## src/rtl/jpb_pkg.sv

```systemverilog
package jpb_pkg;
    localparam int MODE_W = 2;

    typedef enum logic [MODE_W-1:0] {
        MODE_CFG  = 2'd0,
        MODE_TMS  = 2'd1,
        MODE_XFER = 2'd2,
        MODE_IDLE = 2'd3
    } jpb_mode_e;
endpackage

```

## src/rtl/jpb_mode_chain.sv

```systemverilog
module jpb_mode_chain
    import jpb_pkg::*;
(
    input  logic      clk,
    input  logic      rst_n,
    input  logic      sel,
    input  logic      shift,
    input  logic      capture,
    input  logic      update,
    input  logic      tdi,
    output jpb_mode_e mode_q,
    output logic      so,
    output logic      upd
);
    typedef struct packed {
        logic [MODE_W-1:0] sr;
        jpb_mode_e         mode;
    } mode_st_t;

    mode_st_t s_d, s_q;

    always_comb begin
        s_d = s_q;
        if (sel && capture)
            s_d.sr = s_q.mode;
        else if (sel && shift)
            s_d.sr = {tdi, s_q.sr[MODE_W-1:1]};
        if (sel && update)
            s_d.mode = jpb_mode_e'(s_q.sr);
    end

    always_ff @(posedge clk or negedge rst_n) begin
        if (!rst_n) begin
            s_q.sr   <= '0;
            s_q.mode <= MODE_IDLE;
        end else begin
            s_q <= s_d;
        end
    end

    assign mode_q = s_q.mode;
    assign so     = s_q.sr[0];
    assign upd    = sel && update;
endmodule

```

## src/rtl/jpb_cfg_chain.sv

```systemverilog
module jpb_cfg_chain #(
    parameter int LEN_W = 32
) (
    input  logic             clk,
    input  logic             rst_n,
    input  logic             en,
    input  logic             shift,
    input  logic             capture,
    input  logic             update,
    input  logic             tdi,
    output logic [LEN_W-1:0] len,
    output logic             flag,
    output logic             so
);
    localparam int REG_W = LEN_W + 1;

    typedef struct packed {
        logic [REG_W-1:0] sr;
        logic [REG_W-1:0] act;
    } cfg_st_t;

    cfg_st_t s_d, s_q;

    always_comb begin
        s_d = s_q;
        if (en) begin
            if (capture)
                s_d.sr = s_q.act;
            else if (shift)
                s_d.sr = {tdi, s_q.sr[REG_W-1:1]};
            if (update)
                s_d.act = s_q.sr;
        end
    end

    always_ff @(posedge clk or negedge rst_n) begin
        if (!rst_n) s_q <= '0;
        else        s_q <= s_d;
    end

    assign len  = s_q.act[LEN_W-1:0];
    assign flag = s_q.act[LEN_W];
    assign so   = s_q.sr[0];
endmodule

```

## src/rtl/jpb_burst_ctr.sv

```systemverilog
module jpb_burst_ctr #(
    parameter int LEN_W = 32
) (
    input  logic             clk,
    input  logic             rst_n,
    input  logic             clear,
    input  logic             step,
    input  logic [LEN_W-1:0] len,
    output logic [LEN_W-1:0] cnt,
    output logic             last
);
    localparam int EXT_W = LEN_W + 1;

    typedef struct packed {
        logic [LEN_W-1:0] cnt;
    } ctr_st_t;

    ctr_st_t s_d, s_q;

    always_comb begin
        s_d = s_q;
        if (clear)
            s_d.cnt = '0;
        else if (step && (s_q.cnt != {LEN_W{1'b1}}))
            s_d.cnt = s_q.cnt + 1'b1;
    end

    always_ff @(posedge clk or negedge rst_n) begin
        if (!rst_n) s_q <= '0;
        else        s_q <= s_d;
    end

    logic [EXT_W-1:0] idx_next;
    assign idx_next = {1'b0, s_q.cnt} + EXT_W'(1);
    assign last     = (idx_next == {1'b0, len});
    assign cnt      = s_q.cnt;
endmodule

```

## src/rtl/jtag_passthru_bridge.sv

```systemverilog
module jtag_passthru_bridge
    import jpb_pkg::*;
#(
    parameter int LEN_W = 32
) (
    input  logic clk,
    input  logic rst_n,
    input  logic usr1_sel,
    input  logic usr2_sel,
    input  logic chain_shift,
    input  logic chain_capture,
    input  logic chain_update,
    input  logic chain_tdi,
    input  logic tgt_tdo,
    output logic chain_tdo,
    output logic tgt_tck,
    output logic tgt_tms,
    output logic tgt_tdi
);
    jpb_mode_e        mode;
    logic             mode_so;
    logic             mode_upd;
    logic [LEN_W-1:0] cfg_len;
    logic             cfg_flag;
    logic             cfg_so;
    logic [LEN_W-1:0] burst_cnt;
    logic             burst_last;
    logic             pass_en;
    logic             tms_c;
    logic             tdi_c;
    logic             tdo_c;

    jpb_mode_chain u_mode (
        .clk     (clk),
        .rst_n   (rst_n),
        .sel     (usr1_sel),
        .shift   (chain_shift),
        .capture (chain_capture),
        .update  (chain_update),
        .tdi     (chain_tdi),
        .mode_q  (mode),
        .so      (mode_so),
        .upd     (mode_upd)
    );

    jpb_cfg_chain #(.LEN_W(LEN_W)) u_cfg (
        .clk     (clk),
        .rst_n   (rst_n),
        .en      (usr2_sel && (mode == MODE_CFG)),
        .shift   (chain_shift),
        .capture (chain_capture),
        .update  (chain_update),
        .tdi     (chain_tdi),
        .len     (cfg_len),
        .flag    (cfg_flag),
        .so      (cfg_so)
    );

    jpb_burst_ctr #(.LEN_W(LEN_W)) u_ctr (
        .clk   (clk),
        .rst_n (rst_n),
        .clear ((usr2_sel && chain_capture) || mode_upd),
        .step  (usr2_sel && chain_shift && (mode == MODE_XFER)),
        .len   (cfg_len),
        .cnt   (burst_cnt),
        .last  (burst_last)
    );

    always_comb begin
        pass_en = 1'b0;
        tms_c   = 1'b0;
        tdi_c   = 1'b0;
        if (usr2_sel && chain_shift) begin
            case (mode)
                MODE_TMS: begin
                    pass_en = 1'b1;
                    tms_c   = chain_tdi;
                end
                MODE_XFER: begin
                    pass_en = 1'b1;
                    tdi_c   = chain_tdi;
                    tms_c   = burst_last && cfg_flag;
                end
                default: ;
            endcase
        end
    end

    always_comb begin
        tdo_c = 1'b0;
        if (usr1_sel)
            tdo_c = mode_so;
        else if (usr2_sel) begin
            case (mode)
                MODE_CFG:            tdo_c = cfg_so;
                MODE_TMS, MODE_XFER: tdo_c = tgt_tdo;
                default:             tdo_c = 1'b0;
            endcase
        end
    end

    assign tgt_tck   = clk & pass_en;
    assign tgt_tms   = tms_c;
    assign tgt_tdi   = tdi_c;
    assign chain_tdo = tdo_c;
endmodule

```

## config.mk

```make
export PLATFORM = sky130hd
export DESIGN_NAME = jtag_passthru_bridge
export DESIGN_NICKNAME = d
export VERILOG_FILES = /design/src/rtl/jpb_pkg.sv /design/src/rtl/jpb_mode_chain.sv /design/src/rtl/jpb_cfg_chain.sv /design/src/rtl/jpb_burst_ctr.sv /design/src/rtl/jtag_passthru_bridge.sv
export SDC_FILE = /design/constraint.sdc
export NUM_CORES = 1
export LEC_CHECK = 0
export BUFFER_PORTS_ARGS = -buffer_cell sky130_fd_sc_hd__buf_2
export CAP_MARGIN = 20
export CORE_UTILIZATION = 45
export CTS_CLUSTER_SIZE = 40
export DETAILED_ROUTE_END_ITERATION = 10
export GPL_TIMING_DRIVEN = 0
export HOLD_SLACK_MARGIN = 0.05
export PLACE_DENSITY_LB_ADDON = 0.15
export SETUP_SLACK_MARGIN = 0.02
export SKIP_LAST_GASP = 1
export SYNTH_ARGS = -nofsm -noshare
export SYNTH_HDL_FRONTEND = slang
export SYNTH_SLANG_ARGS = --single-unit
export TNS_END_PERCENT = 10
```

## constraint.sdc

```tcl
create_clock -name clk -period 2.8 [get_ports clk]
set_clock_uncertainty 0.05 [all_clocks]
set_input_delay 0.14 -clock clk [delete_from_list [all_inputs] [get_ports clk]]
set_output_delay 0.14 -clock clk [all_outputs]
set_load 0.01 [all_outputs]
```

Yosys cells after proc, flatten, opt, wreduce, memory -nomap -nowiden
Cells that the tools add are included.

Flip-flop bits (word level): 102. Input port bits: 9. Output and inout bits: 4. Logic and storage cells: 44.

Add/sub/neg operators: 2. Equality and inequality tests: 4. Muxes and demuxes: 15. Bitwise gates (word level): 1. Reduce and logical (&&, ||, !) cells: 17.

Operators by type and width (count): 33-bit two-way mux (2); 32-bit two-way mux (2); 32-bit by 1-bit adder with 33-bit output (second input constant) (1); 33-bit by 32-bit == test with 1-bit output (1); 32-bit by 1-bit adder with 32-bit output (second input constant) (1); 32-bit inequality test (second input constant) (1); 1-bit logical AND (9); 1-bit two-way mux (7); 2-bit nonzero test (3); 2-bit two-way mux (2); 1-bit case mux with 2 select lines (2); 2-bit AND reduction (2); 2-bit by 1-bit == test with 1-bit output (second input constant) (1); 2-bit == test (second input constant) (1); 2-bit zero test (1); 2-bit OR reduction (1); 1-bit AND (1); 1-bit logical OR (1).

Longest topological paths before layout
Gate-level depths: netlist of the first run.

Depth in word-level cells: 5. Depth in mapped cells: 10. Mapped depth without buffers: 9.

Modules after synthesis
A second synthesis of the first run with hierarchy kept.

Cell total of the unflattened synthesis: 615. Area, all modules: 6034.5 um^2.

Modules (own cells, without submodules): jpb_cfg_chain (times used 1, cells each 257, area an instance 3041.7 um^2, seq. area each 1651.6 um^2); jpb_burst_ctr (times used 1, cells each 320, area an instance 2661.3 um^2, seq. area each 800.8 um^2); jpb_mode_chain (times used 1, cells each 20, area an instance 200.2 um^2, seq. area each 102.6 um^2); jtag_passthru_bridge (times used 1, cells each 18, area an instance 131.4 um^2, seq. area each 0.0 um^2).

==> impl_results.md, run 1 <==
- Outcome: finished with violations
- Hpwl dp: 8.89 mm
- Final worst slack: -0.336 ns
- Largest cells by area after synthesis: dfrtp_1, mux2_2, xnor2_1
- Fin crit share: 112%
- Clock insertion delay at the later pin of the skew report: 0.46 ns
- Starting Density: 46.3%
- Slew headroom: 40.7%
- Netlist cell types: 45
- Max-cap violation count: 0
- Number of enable flip-flop cells after synthesis: 0
- FF-to-FF path depth: 11
- Post-synth ARST share: 100%
- Core Rows: 40
- Layout area overhead: 19.4%
- Worst setup EP type: output port
- Syn_nets: 575
- CTS tree: done
- Die Span Y: 113 µm
- Largest family of logic cells by synthesized area: simple AND/OR/NAND/NOR gates
- DRT Pass-1 Iters: 5
- Most numerous cell in the Yosys netlist: dfrtp_1
- Mean post-synth cell area: 9.91 µm²
- Mux cell area share after synthesis: 13.6%
- First-pass GRT wire length: 21.8 mm
- Clk pin slew, worst setup/hold paths: 0.06 ns
- Sw frac: 24.2%
- Internal power: 2.81 mW
- Total wire length: 12.8 mm
- Final nets: 623
- Logic pwr share: 11.5%
- Slowest stage delay, CP: 0.51 ns
- Post-synthesis xor/xnor area fraction: 12.6%
- YS warnings: 0
- Reg2reg setup slack: 0.10 ns
- Largest net degree at the start of global routing: 58
- WL/cell: 16.8 µm
- Fin crit period: 3.14 ns
- Seq/Total Area, Yosys: 46.0%
- Number of global-route vias before repair: 4313
- Pwr per Cell Area: 559 nW/µm²
- IR drop worst, VDD: 0.278 mV
- Synth top cells by count: dfrtp_1, nand2_1, nor2_1, xnor2_1, o21ai_0
- Die width: 113 µm
- Core area: 12000 µm²
- Post-DRT Antenna Nets: 0
- Psw: 0.898 mW
- Buf/Inv on CP: 1
- Post-synth top area share: 45.0%
- Clock power frac: 44.4%
- Violated checks: negative setup slack
- Max stage delay cell, worst path: or4_4
- DR iter-0 viols: 185
- Critical Path AT: 2.95 ns
- Worst path top cell family by delay: simple AND/OR/NAND/NOR gates
- Final Max Tran Viols: 0
- RSZ-0062 raised after global routing: yes
- Total GRT Usage: 22.3%
- Crit path launch type: flip-flop
- Simple-Gate Fraction of Synth Area: 16.5%
- Synth Register Bits: 102
- Critical R2R Capture: u_ctr.cnt[20]$_DFFE_PN0P_
- Peak Freq: 0.319 GHz
- Worst Path Required: 2.61 ns
- GP Congestion: 0.873
- Most used DFF post-synth: dfrtp_1
- Post-synth top area cell: dfrtp_1
- LEAKAGE: 2.98 nW
- Final setup TNS: -0.336 ns
- Worst-path fanout max: 3
- Setup violators final: 1
- WS Path Type: reg2out
- DRC Markers: 0
- Via/cell ratio: 5.58
- N_diodes: 0
- IO Count: 13
- PortBufs: 11
- Post-synthesis cell count: 561
- Final hold violation count: 0
- Hold_ws: 0.180 ns
- Initial antenna violation count: 0
- Vias: 4239
- Place WS: -0.829 ns
- Grt ovf: 0
- Synth Area in Adders: 1.13%
- Least-Margin Pin Slew: 0.889 ns
- Reg power frac: 44.1%
- Reg2reg start: u_ctr.cnt[0]$_DFFE_PN0P_
- Synth Cell Area: 5560 µm²
- Hold Crit Class: in2async
- CP cell instances: nand3_4 > or3_4 > or4_4 > xnor2_2 > o2111ai_2 > nor4_4 > nand4_1 > o21ai_2 > buf_2
- Share of cells above drive strength 1: 20.2%
- Design Power: 3.71 mW
- DIE AREA: 12800 µm²
- Compound-Gate Fraction of Synth Area: 7.18%
## kinds of logic (layout without fill, tap and decap cells)
kind of cell / Yosys count / after routing
adder cells (fa/ha/maj): 5 / 5
flip-flops: 102 / 102
multiplexers: 71 / 71
AND/OR/NAND/NOR: 189 / 189
AO/OA/AOI/OAI: 70 / 70
buffers and inverters: 44 / 96
XOR/XNOR: 80 / 80
## registers in the layout, indices dropped and copies added (netlist names)
register and flops:
u_cfg.s_q 32, u_ctr.cnt 32, u_cfg.so 1, u_mode.mode_q 2
u_mode.so 1, u_mode.s_q 1, u_cfg.flag 1, u_cfg.len 32
## per-stage QoR
stage / util (%) / cell area, µm² / cells
after floorplan: - / 5560 / 561
after detailed placement: 48.5 / 5830 / 720
after global placement: 48.3 / 5800 / 719
after CTS: 54.9 / 6590 / 757
final: 55.2 / 6640 / 760
after global routing: 55.2 / 6640 / 760
## final cells by class
| cell class | instances | area, µm² |
|---|---|---|
| Inverter | 10 | 37.5 |
| Buffer | 27 | 125 |
| Clock buffer | 15 | 323 |
| Sequential cell | 102 | 2570 |
| Fill cell | 1050 | 5380 |
| Multi-Input combinational cell | 415 | 2980 |
| Clock inverter | 4 | 95.1 |
| Tap cell | 147 | 184 |
| Timing Repair Buffer | 40 | 329 |
## worst reg2reg max path, stage by stage, from the launching register on
cell and delay [ns]:
dfrtp_2 0.42, ha_4 0.19, nand4_1 0.10, buf_4 0.18
nor4_4 0.29, nor2b_1 0.31, a21oi_4 0.10, buf_4 0.19
clkbuf_1 0.30, nand3_1 0.21, xor2_1 0.17, nor2_1 0.07
## power groups by stage
stage	Clock, mW	Sequential, mW	Combinational (mW)
after global routing	1.76	1.65	0.480
final	1.65	1.64	0.426
after CTS	1.69	1.64	0.428
after detailed placement	0.00667	1.66	0.406
after floorplan	0.00432	1.64	0.273
after global placement	0.00667	1.66	0.389
## per-layer routing
metal	up-vias	track usage (%)	share of wire, %
met5	-	0	0
met4	0	7.81	1.6
met1	2110	27.9	45
met3	20	7.34	4.1
met2	70	36.3	50
li1	2039	-	-
## cell usage in the layout, fill, tap and decap left out, drive strengths merged, types with 3 or more instances in the layout
| cell type | instances |
|---|---|
| nand2 | 64 |
| nand3 | 21 |
| buf | 42 |
| nor2 | 46 |
| dlygate4sd3 | 6 |
| mux2i | 35 |
| mux2 | 36 |
| bufinv | 3 |
| xor2 | 34 |
| and3 | 8 |
| o22ai | 5 |
| xnor2 | 46 |
| dfrtp | 100 |
| nand2b | 4 |
| or3 | 4 |
| a21oi | 9 |
| nor3 | 8 |
| clkbuf | 34 |
| o21ai | 40 |
| nor4 | 8 |
| ha | 5 |
| a31oi | 6 |
| nand4 | 18 |
| inv | 10 |
## worst max path at each step
stage                             start  cells past startpoint       to  slack [ns]
2_1_floorplan  u_ctr.cnt[0]$_DFFE_PN0P_                     10  tgt_tms        0.06
3_3_place_gp   u_ctr.cnt[0]$_DFFE_PN0P_                     11  tgt_tms       -0.86
3_5_place_dp   u_ctr.cnt[0]$_DFFE_PN0P_                     11  tgt_tms       -0.83
4_1_cts        u_ctr.cnt[2]$_DFFE_PN0P_                     10  tgt_tms       -0.29
5_1_grt        u_ctr.cnt[3]$_DFFE_PN0P_                     10  tgt_tms       -0.50
6_report       u_ctr.cnt[0]$_DFFE_PN0P_                      9  tgt_tms       -0.34
## timing repair
| action | in CTS | in global routing |
|---|---|---|
| setup endpoints to repair | 32 | 4 |
| pin swaps | 15 | 6 |
| gates resized for setup | 37 | 3 |
| setup buffers | 20 | 3 |
| hold buffers | 6 | 0 |
| endpoints found under the hold margin | 50 | 0 |
Power figures use the tool's default switching activity.
==> run 2, diff against run 1 <==
Settings changed: CAP_MARGIN 20 to 40, CORE_ASPECT_RATIO from default to 0.7, RECOVER_POWER from default to 50.
==> impl_results.md, run 2 (synthesized netlist as in run 1, its figures left out) <==
- Outcome: finished with violations
- Violated checks: negative setup slack
- Least-Margin Pin Slew: 1.08 ns
- Largest net degree at the start of global routing: 59
- CTS tree: done
- Final hold violation count: 0
- DIE AREA: 12800 µm²
- Reg power frac: 45.3%
- Hold Crit Class: in2reg
- Crit path launch type: flip-flop
- Fin crit period: 3.13 ns
- Final worst slack: -0.327 ns
- DRT Pass-1 Iters: 5
- Multi-input logic area: 3000 µm²
- Starting Density: 46.9%
- Initial antenna violation count: 0
- Critical Path AT: 2.94 ns
- Total wire length: 14.2 mm
- Worst Path Required: 2.61 ns
- Post-DRT Antenna Nets: 0
- N_diodes: 0
- Clock power frac: 42.7%
- Share of cells above drive strength 1: 22.6%
- Hpwl dp: 9.42 mm
- IO Count: 13
- Max-cap violation count: 0
- Logic pwr share: 12.0%
- Most frequent cells in the layout: dfrtp_1, nand2_1, nor2_1, xnor2_1, o21ai_0
- Die width: 135 µm
- Slowest stage delay, CP: 0.46 ns
- Psw: 0.988 mW
- Number of global-route vias before repair: 4242
- Die Span Y: 95.0 µm
- DRC Markers: 0
- PortBufs: 11
- GP Congestion: 0.926
- Sw frac: 27.2%
- Setup violators final: 1
- Slew headroom: 28.3%
- Grt ovf: 0
- DR iter-0 viols: 464
- Worst-path fanout max: 4
- Placed cell area: 5850 µm²
- Layout area overhead: 21.0%
- Pwr per Cell Area: 540 nW/µm²
- Max stage delay cell, worst path: dfrtp_2
- Worst path top cell family by delay: simple AND/OR/NAND/NOR gates
- Via/cell ratio: 5.68
- Final instance area: 6720 µm²
- Fin crit share: 112%
- First-pass GRT wire length: 22.7 mm
- Fill count: 1009
- IR drop worst, VDD: 0.469 mV
- CP cell instances: buf_4 > buf_4 > xnor2_1 > a31oi_2 > nand4_1 > nor4_2 > nand3_1 > nor4_2 > nand4_1 > o21ai_2 > buf_2
- Worst setup EP type: output port
- Final Max Tran Viols: 0
- Peak Freq: 0.320 GHz
- Final nets: 637
- WL/cell: 18.1 µm
- Vias: 4457
- Core area: 11900 µm²
- Clock insertion delay at the later pin of the skew report: 0.47 ns
- WS Path Type: reg2out
- Cells after DPL: 731
- FF/Latch Area: 2560 µm²
- Final Non-Filler Cells: 785
- RSZ-0062 raised after global routing: yes
- Clk pin slew, worst setup/hold paths: 0.08 ns
- Total GRT Usage: 23.7%
- Commonest non-fill, non-tap cell in the layout: dfrtp_1
- Core Rows: 33
- Buf/Inv on CP: 3
- Internal power: 2.64 mW
- LEAKAGE: 3.03 nW
==> run 2: timing repair <==
| item | in CTS | in global routing |
|---|---|---|
| hold buffers | 6 | 0 |
| endpoints found under the hold margin | 49 | 0 |
| resized for setup | 35 | 10 |
| setup buffers | 26 | 10 |
| endpoints found under the setup margin | 32 | 11 |
| pin swaps | 14 | 8 |
==> run 2: tightest hold or removal path: cells and delay by family <==
| family | cells | cell delay (ns) |
|---|---|---|
| AO/OA/AOI/OAI | 1 | 0.09 |
| buffers and inverters | 2 | 0.44 |
==> run 2: final timing paths <==
kind	startpoint	end	slack (ns)	depth (start not counted)
max	u_ctr.cnt[0]$_DFFE_PN0P_	tgt_tms	-0.33	11
min	chain_capture	u_mode.so$_DFFE_PN0P_	0.18	3
max reg2reg	u_ctr.cnt[13]$_DFFE_PN0P_	u_ctr.cnt[28]$_DFFE_PN0P_	0.02	11
min reg2reg	u_cfg.s_q[48]$_DFFE_PN0P_	u_cfg.s_q[48]$_DFFE_PN0P_	0.46	2
max in group asynchronous	rst_n	u_ctr.cnt[11]$_DFFE_PN0P_	0.84	3
min in group asynchronous	rst_n	u_ctr.cnt[2]$_DFFE_PN0P_	0.37	2
==> run 2: area by class of cell <==
cell class / instances / share of cell area, %
repair buffers: 54 / 6.03
clock inverters: 7 / 1.36
well taps: 157 / 2.92
flip-flops and latches: 102 / 38.2
multi-input cells: 415 / 44.6
plain buffers: 27 / 1.86
clock buffers: 13 / 4.54
inverters: 10 / 0.558
==> run 2: power by group through the flow <==
stage / Sequential (mW) / Clock, mW / Combinational, mW
3_5_place_dp: 1.67 / 0.00667 / 0.403
3_3_place_gp: 1.67 / 0.00667 / 0.388
2_1_floorplan: 1.64 / 0.00432 / 0.273
6_report: 1.65 / 1.55 / 0.435
5_1_grt: 1.66 / 1.64 / 0.483
4_1_cts: 1.64 / 1.58 / 0.430
==> run 2: metal layers <==
layer | track usage (%) | part of all wire [%]
met1 | 35.0 | 50
met4 | 6.84 | 1.9
met2 | 33.7 | 42
met3 | 6.39 | 6.4
met5 | 0 | 0
==> run 2: stage by stage <==
stage | power, mW | hold WS (ns) | TNS, ns | worst slack [ns] | util [%]
after floorplan | 1.92 | -0.206 | 0 | 0.0637 | -
after global placement | 2.06 | 0.317 | -16.11 | -0.737 | 49.0
after detailed placement | 2.08 | 0.137 | -13.19 | -0.737 | 49.3
after CTS | 3.66 | 0.168 | -0.310 | -0.310 | 55.9
after global routing | 3.78 | 0.222 | -1.27 | -0.449 | 56.7
final | 3.63 | 0.184 | -0.327 | -0.327 | 56.7
==> run 3, diff against run 2 <==
Settings changed: MAX_ROUTING_LAYER from default to met4.
==> impl_results.md, run 3 (synthesized netlist as in run 1, its figures left out) <==
- RSZ-0062 raised after global routing: yes
- Commonest non-fill, non-tap cell in the layout: dfrtp_1
- Final nets: 632
- Largest net degree at the start of global routing: 61
- Final worst slack: -0.334 ns
- N_diodes: 0
- DIE AREA: 12800 µm²
- Final Max Tran Viols: 0
- Core Util, Final: 56.4%
- CTS tree: done
- Violated checks: negative setup slack
- Pwr per Cell Area: 528 nW/µm²
- Worst-path fanout max: 8
- Total wire length: 14.1 mm
- Core area: 11900 µm²
- Share of cells above drive strength 1: 22.0%
- Vias: 4413
- Clock insertion delay at the later pin of the skew report: 0.46 ns
- Crit path launch type: flip-flop
- Via/cell ratio: 5.66
- Worst setup EP type: output port
- IR drop worst, VDD: 0.432 mV
- Initial antenna violation count: 0
- Clk pin slew, worst setup/hold paths: 0.07 ns
- Place WS: -0.716 ns
- Post-DRT Antenna Nets: 0
- IO Count: 13
- Outcome: finished with violations
- Slowest stage delay, CP: 0.44 ns
- Total GRT Usage: 24.5%
- Cells after DPL: 731
- GP Congestion: 0.940
- Final Non-Filler Cells: 780
- Worst Path Required: 2.61 ns
- PortBufs: 11
- Critical Path AT: 2.94 ns
- Hold_ws: 0.186 ns
- WL/cell: 18.1 µm
- Hold Crit Class: in2reg
- Least-Margin Pin Slew: 1.49 ns
- Worst path most repeated cell: nand4_1
- Placed cell area: 5840 µm²
- Starting Density: 46.9%
- DR iter-0 viols: 482
- Final instance area: 6690 µm²
- DRC Markers: 0
- Peak Freq: 0.319 GHz
- Grt ovf: 0
- WS Path Type: reg2out
- DRT Pass-1 Iters: 7
- Hpwl dp: 9.44 mm
- Layout area overhead: 20.4%
- LEAKAGE: 3.01 nW
- Setup violators final: 1
- Max-cap violation count: 0
- Fin crit share: 112%
- Max stage delay cell, worst path: dfrtp_2
- First-pass GRT wire length: 22.8 mm
- CP cell instances: ha_4 > nand4_1 > buf_6 > nor3_2 > xnor2_1 > a31oi_1 > nand3_1 > nor4_2 > nand4_1 > o21ai_2 > buf_2
- Number of global-route vias before repair: 4204
- Most frequent cells in the layout: dfrtp_1, nand2_1, nor2_1, xnor2_1, o21ai_0
- Final hold violation count: 0
- Core Rows: 33
- Die width: 135 µm
- Slew headroom: 0.369%
- Fin crit period: 3.13 ns
- Die Span Y: 95.0 µm
[run 3: changes by cell type in the layout (fill, tap and decap cells not counted), moves of 2 or more]
cell / delta
buf_4: -5
nor4_2: -3
clkbuf_1: +2
dfrtp_1: -2
dfrtp_2: +2
nor4_1: +2
[run 3: final timing paths]
path                                      startpoint                   endpoint  slack (ns)  depth (start not counted)
max reg2reg                 u_ctr.cnt[0]$_DFFE_PN0P_  u_ctr.cnt[14]$_DFFE_PN0P_        0.27                         11
max in group asynchronous                      rst_n   u_ctr.cnt[1]$_DFFE_PN0P_        0.50                          3
min                                    chain_capture      u_mode.so$_DFFE_PN0P_        0.19                          3
min reg2reg                u_cfg.s_q[34]$_DFFE_PN0P_  u_cfg.s_q[34]$_DFFE_PN0P_        0.46                          2
max                         u_ctr.cnt[0]$_DFFE_PN0P_                    tgt_tms       -0.33                         11
min in group asynchronous                      rst_n   u_ctr.cnt[2]$_DFFE_PN0P_        0.50                          2
[run 3: metal layers]
layer / vias to the layer above / track usage [%] / share of wire (%)
met4: 0 / 7.87 / 2.0
met1: 2180 / 35.0 / 50
met5: - / - / 0
met2: 139 / 34.1 / 43
met3: 32 / 5.64 / 4.7
li1: 2062 / - / -
[run 3: critical path: cells and delay by family, from the launching register on]
family / cells / cell delay, ns
compound gates: 2 / 0.41
xor+xnor: 1 / 0.13
fa+ha+maj: 1 / 0.19
buf+inv: 2 / 0.31
flops: 1 / 0.44
simple gates: 5 / 1.00
[run 3: layout make-up]
cell class	count	area, µm²
Inverter	10	37.5
Fill cell	1000	5160
Tap cell	157	196
Sequential cell	102	2570
Multi-Input combinational cell	415	3000
Timing Repair Buffer	50	390
Buffer	26	121
Clock buffer	16	317
Clock inverter	4	55.1
[run 3: what timing repair did]
action	in CTS	in global routing
buffers inserted	21	11
gates resized for setup	38	11
hold endpoints to repair	62	0
cloned	0	0
pin swaps	13	12
setup endpoints to repair	33	1
hold buffers	6	0
[run 3: through the flow]
step | setup TNS, ns | power, mW
floorplan | 0 | 1.92
global placement | -15.99 | 2.06
detailed placement | -12.09 | 2.08
CTS | -0.302 | 3.58
global route | -0.513 | 3.70
finish | -0.334 | 3.53
[run 3: report_power, final]
part,internal [mW],switching (mW)
logic,0.175,0.243
registers,1.56,0.0894
clock network,0.885,0.583
